<file path="config.mk">
export PLATFORM = sky130hd
export DESIGN_NAME = pci_tgt_responder
export DESIGN_NICKNAME = d
export VERILOG_FILES = /design/src/rtl/pci_tgt_pkg.sv /design/src/rtl/pci_tgt_decode.sv /design/src/rtl/pci_tgt_addr.sv /design/src/rtl/pci_tgt_responder.sv
export SDC_FILE = /design/constraint.sdc
export NUM_CORES = 1
export LEC_CHECK = 0
export ABC_CLOCK_PERIOD_IN_PS = 5150
export BUFFER_PORTS_ARGS = -buffer_cell sky130_fd_sc_hd__buf_2
export CAP_MARGIN = 20
export CORE_MARGIN = 2
export CORE_UTILIZATION = 50
export DETAILED_ROUTE_END_ITERATION = 16
export PLACE_DENSITY = 0.82
export RECOVER_POWER = 50
export SLEW_MARGIN = 20
export SYNTH_ARGS = -nofsm -noshare
export SYNTH_HDL_FRONTEND = slang
export SYNTH_SLANG_ARGS = --single-unit
</file>
<file path="constraint.sdc">
create_clock -name clk -period 5.15 [get_ports clk]
set_clock_uncertainty 0.2 [all_clocks]
set_input_delay 0.2575 -clock clk [delete_from_list [all_inputs] [get_ports clk]]
set_output_delay 0.2575 -clock clk [all_outputs]
set_load 0.02 [all_outputs]
</file>
<file path="src/rtl/pci_tgt_pkg.sv">
package pci_tgt_pkg;

    typedef enum logic [1:0] {
        SP_MEM = 2'd0,
        SP_IO  = 2'd1,
        SP_CFG = 2'd2
    } space_e;

    typedef enum logic [1:0] {
        ST_IDLE,
        ST_DECODE,
        ST_DATA,
        ST_STOPWAIT
    } state_e;

    // Upper three command bits select the space; bit 0 selects write.
    localparam logic [2:0] CMD_IO_HI  = 3'b001;
    localparam logic [2:0] CMD_MEM_HI = 3'b011;
    localparam logic [2:0] CMD_CFG_HI = 3'b101;

    typedef struct packed {
        state_e      state;
        logic        bus_idle;
        logic        devsel_n;
        logic        trdy_n;
        logic        stop_n;
        space_e      space;
        logic        is_write;
        logic [31:0] rdata;
    } ctl_t;

endpackage

</file>
<file path="src/rtl/pci_tgt_decode.sv">
module pci_tgt_decode
    import pci_tgt_pkg::*;
#(
    parameter int          AW       = 32,
    parameter logic [31:0] MEM_BASE = 32'h8000_0000,
    parameter int          MEM_LOG2 = 6,
    parameter logic [31:0] IO_BASE  = 32'h0000_1000,
    parameter int          IO_LOG2  = 4
) (
    input  logic [AW-1:0] ad,
    input  logic [3:0]    cmd,
    input  logic          idsel,
    output logic          hit,
    output space_e        space,
    output logic          is_write,
    output logic [AW-1:0] start_addr
);

    localparam int CFG_REG_MSB = 7;

    logic cmd_io, cmd_mem, cmd_cfg;
    logic mem_hit, io_hit, cfg_hit;
    logic low_zero;

    always_comb begin
        cmd_io   = (cmd[3:1] == CMD_IO_HI);
        cmd_mem  = (cmd[3:1] == CMD_MEM_HI);
        cmd_cfg  = (cmd[3:1] == CMD_CFG_HI);
        low_zero = (ad[1:0] == 2'b00);

        mem_hit = cmd_mem && low_zero
                  && (ad[AW-1:MEM_LOG2] == MEM_BASE[AW-1:MEM_LOG2]);
        io_hit  = cmd_io && (ad[AW-1:IO_LOG2] == IO_BASE[AW-1:IO_LOG2]);
        cfg_hit = cmd_cfg && idsel && low_zero;

        hit      = mem_hit || io_hit || cfg_hit;
        is_write = cmd[0];

        if (cfg_hit) begin
            space      = SP_CFG;
            start_addr = '0;
            start_addr[CFG_REG_MSB:2] = ad[CFG_REG_MSB:2];
        end else if (io_hit) begin
            space      = SP_IO;
            start_addr = ad;
        end else begin
            space      = SP_MEM;
            start_addr = {ad[AW-1:2], 2'b00};
        end
    end

endmodule

</file>
<file path="src/rtl/pci_tgt_addr.sv">
module pci_tgt_addr #(
    parameter int AW       = 32,
    parameter int MEM_LOG2 = 6
) (
    input  logic          clk,
    input  logic          rst_n,
    input  logic          load,
    input  logic [AW-1:0] load_addr,
    input  logic          step,
    output logic [AW-1:0] addr,
    output logic          at_end
);

    localparam logic [AW-1:0] WORD_BYTES = AW'(4);

    logic [AW-1:0] addr_d, addr_q;

    always_comb begin
        addr_d = addr_q;
        if (load) begin
            addr_d = load_addr;
        end else if (step) begin
            addr_d = addr_q + WORD_BYTES;
        end
    end

    always_ff @(posedge clk or negedge rst_n) begin
        if (!rst_n) begin
            addr_q <= '0;
        end else begin
            addr_q <= addr_d;
        end
    end

    assign addr   = addr_q;
    assign at_end = &addr_q[MEM_LOG2-1:2];

endmodule

</file>
<file path="src/rtl/pci_tgt_responder.sv">
module pci_tgt_responder
    import pci_tgt_pkg::*;
#(
    parameter logic [31:0] MEM_BASE = 32'h8000_0000,
    parameter int          MEM_LOG2 = 6,
    parameter logic [31:0] IO_BASE  = 32'h0000_1000,
    parameter int          IO_LOG2  = 4
) (
    input  logic        clk,
    input  logic        rst_n,
    input  logic        frame_n,
    input  logic        irdy_n,
    input  logic        idsel,
    input  logic [3:0]  cbe_n,
    input  logic [31:0] ad_in,
    output logic [31:0] ad_out,
    output logic        ad_oe,
    output logic        devsel_n,
    output logic        trdy_n,
    output logic        stop_n,
    output logic        lp_req,
    output logic        lp_we,
    output logic [1:0]  lp_space,
    output logic [31:0] lp_addr,
    output logic [31:0] lp_wdata,
    output logic [3:0]  lp_be,
    input  logic        lp_ready,
    input  logic [31:0] lp_rdata
);

    localparam int AW = 32;

    ctl_t q, d;

    logic          dec_hit;
    space_e        dec_space;
    logic          dec_write;
    logic [AW-1:0] dec_addr;
    logic [AW-1:0] cur_addr;
    logic          at_end;

    logic addr_phase, claim, xfer_done, step_mem, lp_hs, last_word;

    pci_tgt_decode #(
        .AW       (AW),
        .MEM_BASE (MEM_BASE),
        .MEM_LOG2 (MEM_LOG2),
        .IO_BASE  (IO_BASE),
        .IO_LOG2  (IO_LOG2)
    ) u_dec (
        .ad         (ad_in),
        .cmd        (cbe_n),
        .idsel      (idsel),
        .hit        (dec_hit),
        .space      (dec_space),
        .is_write   (dec_write),
        .start_addr (dec_addr)
    );

    pci_tgt_addr #(
        .AW       (AW),
        .MEM_LOG2 (MEM_LOG2)
    ) u_addr (
        .clk       (clk),
        .rst_n     (rst_n),
        .load      (claim),
        .load_addr (dec_addr),
        .step      (step_mem),
        .addr      (cur_addr),
        .at_end    (at_end)
    );

    // Handshake terms shared by the next-state logic and the outputs.
    always_comb begin
        addr_phase = (q.state == ST_IDLE) && !frame_n && q.bus_idle;
        claim      = addr_phase && dec_hit;
        xfer_done  = (q.state == ST_DATA) && !q.trdy_n && !irdy_n;
        step_mem   = xfer_done && (q.space == SP_MEM);
        lp_req     = (q.state == ST_DATA) && q.trdy_n && (!q.is_write || !irdy_n);
        lp_hs      = lp_req && lp_ready;
        last_word  = (q.space != SP_MEM) || at_end;
    end

    // Next-state computation.
    always_comb begin
        d          = q;
        d.bus_idle = frame_n && irdy_n;

        unique case (q.state)
            ST_IDLE: begin
                if (claim) begin
                    d.state    = ST_DECODE;
                    d.space    = dec_space;
                    d.is_write = dec_write;
                end
            end

            ST_DECODE: begin
                d.state    = ST_DATA;
                d.devsel_n = 1'b0;
            end

            ST_DATA: begin
                if (lp_hs) begin
                    d.trdy_n = 1'b0;
                    d.stop_n = !last_word;
                    if (!q.is_write) begin
                        d.rdata = lp_rdata;
                    end
                end else if (xfer_done) begin
                    d.trdy_n = 1'b1;
                    if (frame_n) begin
                        d.state    = ST_IDLE;
                        d.devsel_n = 1'b1;
                        d.stop_n   = 1'b1;
                    end else if (!q.stop_n) begin
                        d.state = ST_STOPWAIT;
                    end
                end
            end

            ST_STOPWAIT: begin
                if (frame_n) begin
                    d.state    = ST_IDLE;
                    d.devsel_n = 1'b1;
                    d.stop_n   = 1'b1;
                end
            end

            default: d.state = ST_IDLE;
        endcase
    end

    always_ff @(posedge clk or negedge rst_n) begin
        if (!rst_n) begin
            q <= '{state:    ST_IDLE,
                   bus_idle: 1'b1,
                   devsel_n: 1'b1,
                   trdy_n:   1'b1,
                   stop_n:   1'b1,
                   space:    SP_MEM,
                   is_write: 1'b0,
                   rdata:    '0};
        end else begin
            q <= d;
        end
    end

    always_comb begin
        devsel_n = q.devsel_n;
        trdy_n   = q.trdy_n;
        stop_n   = q.stop_n;
        ad_out   = q.rdata;
        ad_oe    = (q.state == ST_DATA) && !q.is_write;
        lp_we    = q.is_write;
        lp_space = q.space;
        lp_addr  = cur_addr;
        lp_wdata = ad_in;
        lp_be    = ~cbe_n;
    end

endmodule

</file>
# Word level (Yosys, flattened, before mapping)
# Cells that the tools add are included.
[totals]
ff_bits = 73
output_inout_bits = 108
word_cells = 86
[op_classes]
mux = 20
n_reduce_logical = 40
addsub = 1
n_eq_ne = 14
bitwise_logic = 2
[ops]
columns = ["op", "count"]
rows = [
  ["two-way mux 32 bit", 3],
  ["adder 32 x 3 -> 32 bit, second input constant", 1],
  ["== test 28 x 9 -> 1 bit, second input constant", 1],
  ["== test 26 bit, second input constant", 1],
  ["two-way mux 2 bit", 9],
  ["logical AND 1 bit", 16],
  ["!= test 2 bit, second input constant", 4],
  ["one-hot mux 2 bit (4 select lines)", 1],
  ["nonzero test 2 bit", 4],
  ["zero test 2 bit", 3],
  ["!= test 3 bit, second input constant", 2],
  ["AND reduction 2 bit", 3],
  ["AND reduction 3 bit", 2],
  ["zero test 1 bit", 5],
  ["AND reduction 5 bit", 1],
  ["== test 2 bit, second input constant", 2],
  ["logical OR 1 bit", 4],
  ["two-way mux 1 bit", 4],
  ["inverter 4 bit", 1],
  ["AND reduction 4 bit", 1],
  ["== test 3 x 1 -> 1 bit, second input constant", 1],
  ["== test 3 x 2 -> 1 bit, second input constant", 1],
  ["== test 3 bit, second input constant", 1],
  ["two-way mux 3 bit", 1],
  ["5 further kinds", 5],
]

# Logic depth before layout (Yosys ltp)
# Gate-level depths: netlist (run 1).
[depth]
word_depth = 8
ltp_mapped = 7
mapped_depth_nobuf = 6

# Modules after synthesis
# From an unflattened synthesis (run 1), not the netlist that was laid out.
[unflattened]
hier_cells = 447
hier_area_um2 = 4374.2
[by_module_without_submodules]
columns = ["mod", "cells_each", "seq_area_each_um2", "instances", "area_each_um2"]
rows = [
  ["pci_tgt_responder", 178, 1031.0, 1, 2147.1],
  ["pci_tgt_addr", 213, 800.8, 1, 1864.3],
  ["pci_tgt_decode", 56, 0.0, 1, 362.8],
]

# Least setup slack after synthesis (run 1)
# OpenSTA, ideal clock, no wires.
[synth_path]
kind = "register to register"
from = "register q[39] (netlist name)"
to = "register q, in the netlist ad_out[0]"
path_stages_with_launch = 8
path_buffers = 2
setup_ps = 125
setup_slack_ps = 2478
t_arrival_ps = 2347
period_less_slack_ps = 2672
path_cell_list = "dfrtp_1 > nand2b_1 > buf_4 > a211oi_1 > nand2_1 > nor2_1 > buf_2 > mux2_2"
[synth_via]
elab_chain_len = 5
[synth_rtl]
columns = ["item", "line", "rtl"]
rows = [
  ["start, declared", "pci_tgt_responder.sv:33", "ctl_t q, d;"],
  ["start signal, assigned", "pci_tgt_responder.sv:136", "q <= '{state: ST_IDLE,"],
  ["== test 2 bit", "pci_tgt_responder.sv:79", "lp_req = (q.state == ST_DATA) && q.trdy_n && (!q.is_write || !irdy_n);"],
  ["logical AND 1 bit (2 in a row)", "pci_tgt_responder.sv:79", ""],
  ["named net lp_req", "pci_tgt_responder.sv:21", "output logic lp_req,"],
  ["logical AND 1 bit", "pci_tgt_responder.sv:80", "lp_hs = lp_req && lp_ready;"],
  ["AND reduction 3 bit (no source line)", "n/a", ""],
]
# The timed path passes the listed nets, and every way through them passes these cells.
# A chain may end at the register's enable or synchronous reset.

# Final worst setup path (run 1)
[layout_path]
from = "input port ad_in[1]"
to = "register q, in the netlist lp_space[1]"
[layout_via]
elab_chain_len = 7
elab_cells_between_ends = 9
[layout_rtl]
columns = ["item", "line", "rtl"]
rows = [
  ["start, declared", "pci_tgt_responder.sv:15", "input logic [31:0] ad_in,"],
  ["zero test 2 bit (*)", "pci_tgt_decode.sv:29", "low_zero = (ad[1:0] == 2'b00);"],
  ["logical AND 1 bit", "pci_tgt_decode.sv:31", "mem_hit = cmd_mem && low_zero"],
  ["logical AND 1 bit", "pci_tgt_decode.sv:32", "&& (ad[AW-1:MEM_LOG2] == MEM_BASE[AW-1:MEM_LOG2]);"],
  ["logical OR 1 bit (2 in a row)", "pci_tgt_decode.sv:36", "hit = mem_hit || io_hit || cfg_hit;"],
  ["logical AND 1 bit", "pci_tgt_responder.sv:76", "claim = addr_phase && dec_hit;"],
  ["AND reduction 2 bit (no source line)", "n/a", ""],
]
# Mark *: on every way between the ends. The rest lies on a longest branch, timed or not.

==> results of run 1 <==
## cell type report
type | count | area [um^2] | area share [%]
multi-input cells | 205 | 1550 | 31.0
diodes | 1 | 2.50 | 0.0500
repair buffers | 225 | 1210 | 24.2
well taps | 102 | 128 | 2.55
flip-flops and latches | 73 | 1830 | 36.6
inverters | 11 | 41.3 | 0.824
clock inverters | 7 | 119 | 2.37
clock buffers | 9 | 124 | 2.47
## report_power, final
part	internal (W)	total, W	switching (W)
Clock	0.000322	0.000539	0.000218
Combinational	0.000240	0.000631	0.000391
Sequential	0.000736	0.000846	0.000111
## through the flow
| step | power, W | std cells | hold WS, ps |
|---|---|---|---|
| after global placement | 0.00148 | 574 | 263 |
| after floorplan | 0.00143 | 365 | -238 |
| after detailed placement | 0.00150 | 574 | 280 |
| after global routing | 0.00212 | 633 | 34.9 |
| after CTS | 0.00206 | 632 | 15.9 |
| final | 0.00202 | 633 | 42.7 |
## logic make-up after synthesis
family | Yosys count | synth area share [%]
AOI/OAI and AO/OA | 21 | 3.57
xor gates and xnor gates | 28 | 6.14
adders and majority gates | 1 | 0.313
buffers and inverters | 87 | 15.3
DFF | 73 | 45.9
muxes | 40 | 11.2
and+or+nand+nor | 115 | 17.5
## worst max-delay path, stage by stage
cell and delay, ps:
dlygate4sd3_1 570, buf_2 160, or4_1 550, a211oi_1 360
o21a_1 860, mux2_2 420
## timing repair
| item | 4_1_cts | 5_1_grt |
|---|---|---|
| hold buffers | 42 | 0 |
| hold endpoints to repair | 109 | 0 |
| setup buffers | 0 | 0 |
## registers in the layout, indices dropped and copies added, names as in the netlist
register,count
ad_out,32
devsel_n,1
lp_space,2
lp_we,1
q,3
stop_n,1
trdy_n,1
u_addr.addr,32
## per-layer routing
metal | global-route usage, % | vias up | part of all wire [%]
met1 | 26.2 | 1559 | 38
met3 | 4.59 | 21 | 6.7
met5 | 0 | - | 0
met2 | 43.2 | 158 | 51
met4 | 13.8 | 0 | 4.3
li1 | - | 1529 | -
## path summary, 6_finish.rpt
kind / end / start / slack [ps]
setup / recovery: lp_space[1] / ad_in[1] / 2010
setup reg to reg: lp_space[1] / q[40] / 2360
hold / removal: u_addr.addr[3] / ad_in[3] / 40
hold reg to reg: devsel_n / devsel_n / 290
max in group asynchronous: u_addr.addr[21] / rst_n / 3700
min in group asynchronous: u_addr.addr[26] / rst_n / 430
## layout by cell type, fill, tap and decap left out, types with 3 or more instances in the layout
cell type	n
clkbuf_1	104
clkbuf_8	9
dfrtp_1	69
nand4_1	9
nand3_1	10
nor4_2	10
xnor2_1	22
nor2_2	5
dlygate4sd3_1	42
nor3_2	4
o21ai_0	6
bufinv_16	3
and3_1	3
nor3_1	6
dfstp_2	3
o211ai_1	3
nor4b_1	3
inv_1	11
buf_2	77
mux2_2	38
nor4_1	9
xor2_1	6
nand2_1	17
nor2_1	26
==> results.ini, run 1 <==
[timing]
rsz0062_at_grt = no
finalWorstSetupSlack_ps = 2010
post-route-period-util_pct = 60.9
min_period_ps = 3140
hold_violations = 0
clock.fmax_mhz = 319
final_max_slew_viol_count = 0
relSlewSlack_pct = 30.9
worst_slew_pin_slew_ps = 1040
setup_tns_ps = 0
setup_violations = 0

[pwr]
powerDensity_mw_per_mm2 = 402
p_leak_nw = 2.09
peakVddDrop_v = 0.000165

[grt]
grt_first_pass_wirelength_um = 15900
grt_max_degree = 74
antenna_found_initial = 1
grtUsageTotal_pct = 24.0
grt_pass1_vias = 3241
overflow = 0

[yosys]
async_reset_ff_share_pct = 100
ys_ff_latch = 73
synth.top_cell.area_share_pct = 43.2
syn-instance-count = 365
ys_seq_area_share_pct = 45.9
synth_area_mm2 = 0.00399
yosys.area.top_type = dfrtp_1
syn_area_per_cell_um2 = 10.9
ys_warn_count = 0
synth_cell_types = 45
synth_common_cells = dfrtp_1 (69), buf_4 (67), mux2_2 (38), nor2_1 (27), xnor2_1 (22)
synth_edf_count = 0
synth-main-ff-cell = dfrtp_1
synth.area.top_cells = dfrtp_1 (43%), buf_4 (13%), mux2_2 (11%), xnor2_1 (4.8%), nor4_2 (3.1%)
synth_most_common_cell = dfrtp_1
syn_nets = 440

[worst_setup_path]
setup.worst_path.start_class = input port
arrival_ps = 3170
rr_worst_depth = 3
worstSetupPathType = in2reg
path_max_fanout = 26
critical_path_required_ps = 5180
worstSetupEndpointType = flop

[cells_and_area]
nFillCells = 633
final_cell_area_mm2 = 0.00501
area_growth_pct = 25.4
nets = 600
final_layout_size_suffix_gt1_share_pct = 30.0
post-route-util_pct = 64.8

[detailed_routing]
drc = 0
viasPerCell = 5.16
num_vias = 3267
dr.pass1.iters = 4
post_drt_wl_per_cell_um = 16.2
drt_iter0_markers = 129
wirelength_um = 10200
antenna_left = 0

[cts]
clkTransAtPathRegs_ps = 80
h-tree-depth = 3
clk_latency_ps = 350
clk_path_buf_depth = 2
cts_tree = done
cts_buffers = 9
cts_resized = 0
clkSinkCount = 73
root_buffer = clkbuf_8

[floorplan]
num_rows = 32
core_area_mm2 = 0.00773
io_pins = 182
dieArea_mm2 = 0.00872
die_h_um = 93.4
initial_utilization_pct = 51.7
die_w_um = 93.4

[hold_path]
hp-class = in2reg
min_path_cells = 3

[placement]
port_buffers = 181
dp_hpwl_um = 7120
place_congestion = 0.889
pre_cts_ws_ps = 2230
place_area_mm2 = 0.00447

[flow_run]
drv_cap = 0

[status]
status = finished clean

Note: power is estimated with default switching activity, not from simulation.
==> inputs of run 2 (changes only) <==
- ABC_CLOCK_PERIOD_IN_PS: 5150 -> 2650
- CORE_UTILIZATION: 50 -> 43
- PLACE_DENSITY: 0.82 -> 0.74
- clock period: 5.15 -> 2.65 ns (I/O delays scaled with it)
==> results.ini, run 2 (synthesized netlist as in run 1, its figures left out) <==
[status]
status = finished with violations
violations = max-capacitance violations, max-slew violations

[timing]
post-route-period-util_pct = 96.2
min_period_ps = 2550
setup_violations = 0  ; unchanged
setup_tns_ps = 0  ; unchanged
hold_violations = 0  ; unchanged
relSlewSlack_pct = -17.5  ; -48 points
finalWorstSetupSlack_ps = 101  ; -1910 ps
rsz0062_at_grt = no
final_max_slew_viol_count = 74  ; +74
clock.fmax_mhz = 392
worst_slew_pin_slew_ps = 1760  ; +727 ps

[floorplan]
num_rows = 35  ; +9.4%
dieArea_mm2 = 0.0101  ; +16%
die_w_um = 100  ; +7.5%
io_pins = 182  ; unchanged
initial_utilization_pct = 43.8  ; -7.8 points
die_h_um = 100  ; +7.5%
core_area_mm2 = 0.00911  ; +18%

[hold_path]
min_path_cells = 6  ; +3
min_from = cbe_n[2]
hold_end = lp_space[0]
hp-class = in2reg

[cts]
clkSinkCount = 73  ; unchanged
clk_latency_ps = 340  ; about the same
clk_path_buf_depth = 2  ; unchanged
cts_setup_buffers = 0  ; unchanged
cts_buffers = 9  ; unchanged
clkTransAtPathRegs_ps = 80  ; about the same
root_buffer = clkbuf_8
cts_tree = done
h-tree-depth = 3  ; unchanged

[pwr]
p_leak_nw = 2.14  ; +2.2%
peakVddDrop_v = 0.000258  ; +57%
powerDensity_mw_per_mm2 = 749  ; +86%

[placement]
dp_cells = 589  ; +2.6%
dp_hpwl_um = 7310  ; +2.6%
pre_cts_ws_ps = 204  ; -2030 ps
port_buffers = 181  ; unchanged
place_congestion = 0.897  ; +0.97%
place_area_mm2 = 0.00455  ; +1.7%

[worst_setup_path]
rr_worst_depth = 5  ; +2
r2r_slack_ps = 160  ; -2200 ps
setup.worst_path.start_class = input port
regToRegEndpoint = u_addr.addr[31]
critical_path_required_ps = 2670  ; -2510 ps
worstSetupEndpointType = flop
r2r_start = trdy_n
path_max_fanout = 13  ; -50%
worstSetupPathType = in2reg
arrival_ps = 2570  ; -600 ps

[grt]
grt_max_degree = 74  ; unchanged
antenna_found_initial = 0  ; -1
grtUsageTotal_pct = 19.6  ; -4.4 points
overflow = 0  ; unchanged
grt_pass1_vias = 3205  ; -1.1%
grt_first_pass_wirelength_um = 15400  ; -3.4%

[cells_and_area]
antenna_cells = 0  ; -1
final_cell_area_mm2 = 0.00511  ; +2.1%
nets = 611  ; +1.8%
area_growth_pct = 28.0
nFillCells = 841  ; +33%
layout_common_cells = clkbuf_1 (103), buf_2 (78), dfrtp_1 (69), dlygate4sd3_1 (47), mux2_2 (38)
final_common_cell = clkbuf_1
stdcell_count = 652  ; +3.0%
final_layout_size_suffix_gt1_share_pct = 31.1  ; +1.1 points

[detailed_routing]
drc = 0  ; unchanged
viasPerCell = 5.04  ; -2.4%
post_drt_wl_per_cell_um = 15.5  ; -4.1%
antenna_left = 0  ; unchanged
dr.pass1.iters = 4  ; unchanged
num_vias = 3285  ; +0.55%
wirelength_um = 10100  ; -1.2%
drt_iter0_markers = 124  ; -3.9%

[flow_run]
drv_cap = 1  ; +1

==> run 2: repair_timing <==
item                                    CTS  global route
endpoints found under the setup margin    0             6
hold buffers                             47             0
resized for setup                         0             1
hold endpoints to repair                117             0
==> run 2: worst max-delay path by stage <==
stage | to | start | slack (ps)
finish | u_addr.addr[31] | irdy_n | 100
global route | u_addr.addr[31] | ad_in[6] | 20
CTS | u_addr.addr[31] | irdy_n | 90
detailed placement | u_addr.addr[31] | trdy_n | 200
global placement | u_addr.addr[31] | trdy_n | 240
floorplan | ad_out[0] | q[39] | 240
==> run 2: final cells by class <==
class	count	area (um^2)	share of cell area [%]
clock buffer	10	128	2.50
tap	111	139	2.72
inverter	11	41.3	0.807
sequential	73	1830	35.8
multi-input combinational	205	1560	30.5
clock inverter	6	91.3	1.79
timing repair buffer	236	1320	25.8
==> run 2: through the flow <==
| stage | power [W] | util (%) | hold slack (ps) |
|---|---|---|---|
| finish | 0.00383 | 56.1 | 184 |
| global route | 0.00403 | 56.1 | 213 |
| CTS | 0.00393 | 57.5 | 168 |
| detailed placement | 0.00291 | 50.0 | 125 |
| global placement | 0.00287 | 50.0 | 108 |
| floorplan | 0.00278 | - | -363 |
==> run 2: power breakdown <==
group	total, W	internal (W)	switching, W
clock	0.000958	0.000534	0.000424
sequential	0.00163	0.00143	0.000204
combinational	0.00124	0.000473	0.000766
total	0.00383	0.00244	0.00139
==> run 2: worst max-delay path, cell delays in order <==
cell and delay (ps):
dlygate4sd3_1 540, buf_2 170, or4_4 560, or4_4 640
nor4_2 290, xnor2_1 150, mux2i_1 90
==> run 2: metal layers <==
layer | vias up | wire [um] | global-route usage, %
met2 | 161 | 5190 | 36.0
met3 | 17 | 683 | 3.90
li1 | 1543 | - | -
met1 | 1564 | 4010 | 22.3
met4 | 0 | 238 | 7.38
met5 | - | 0 | 0
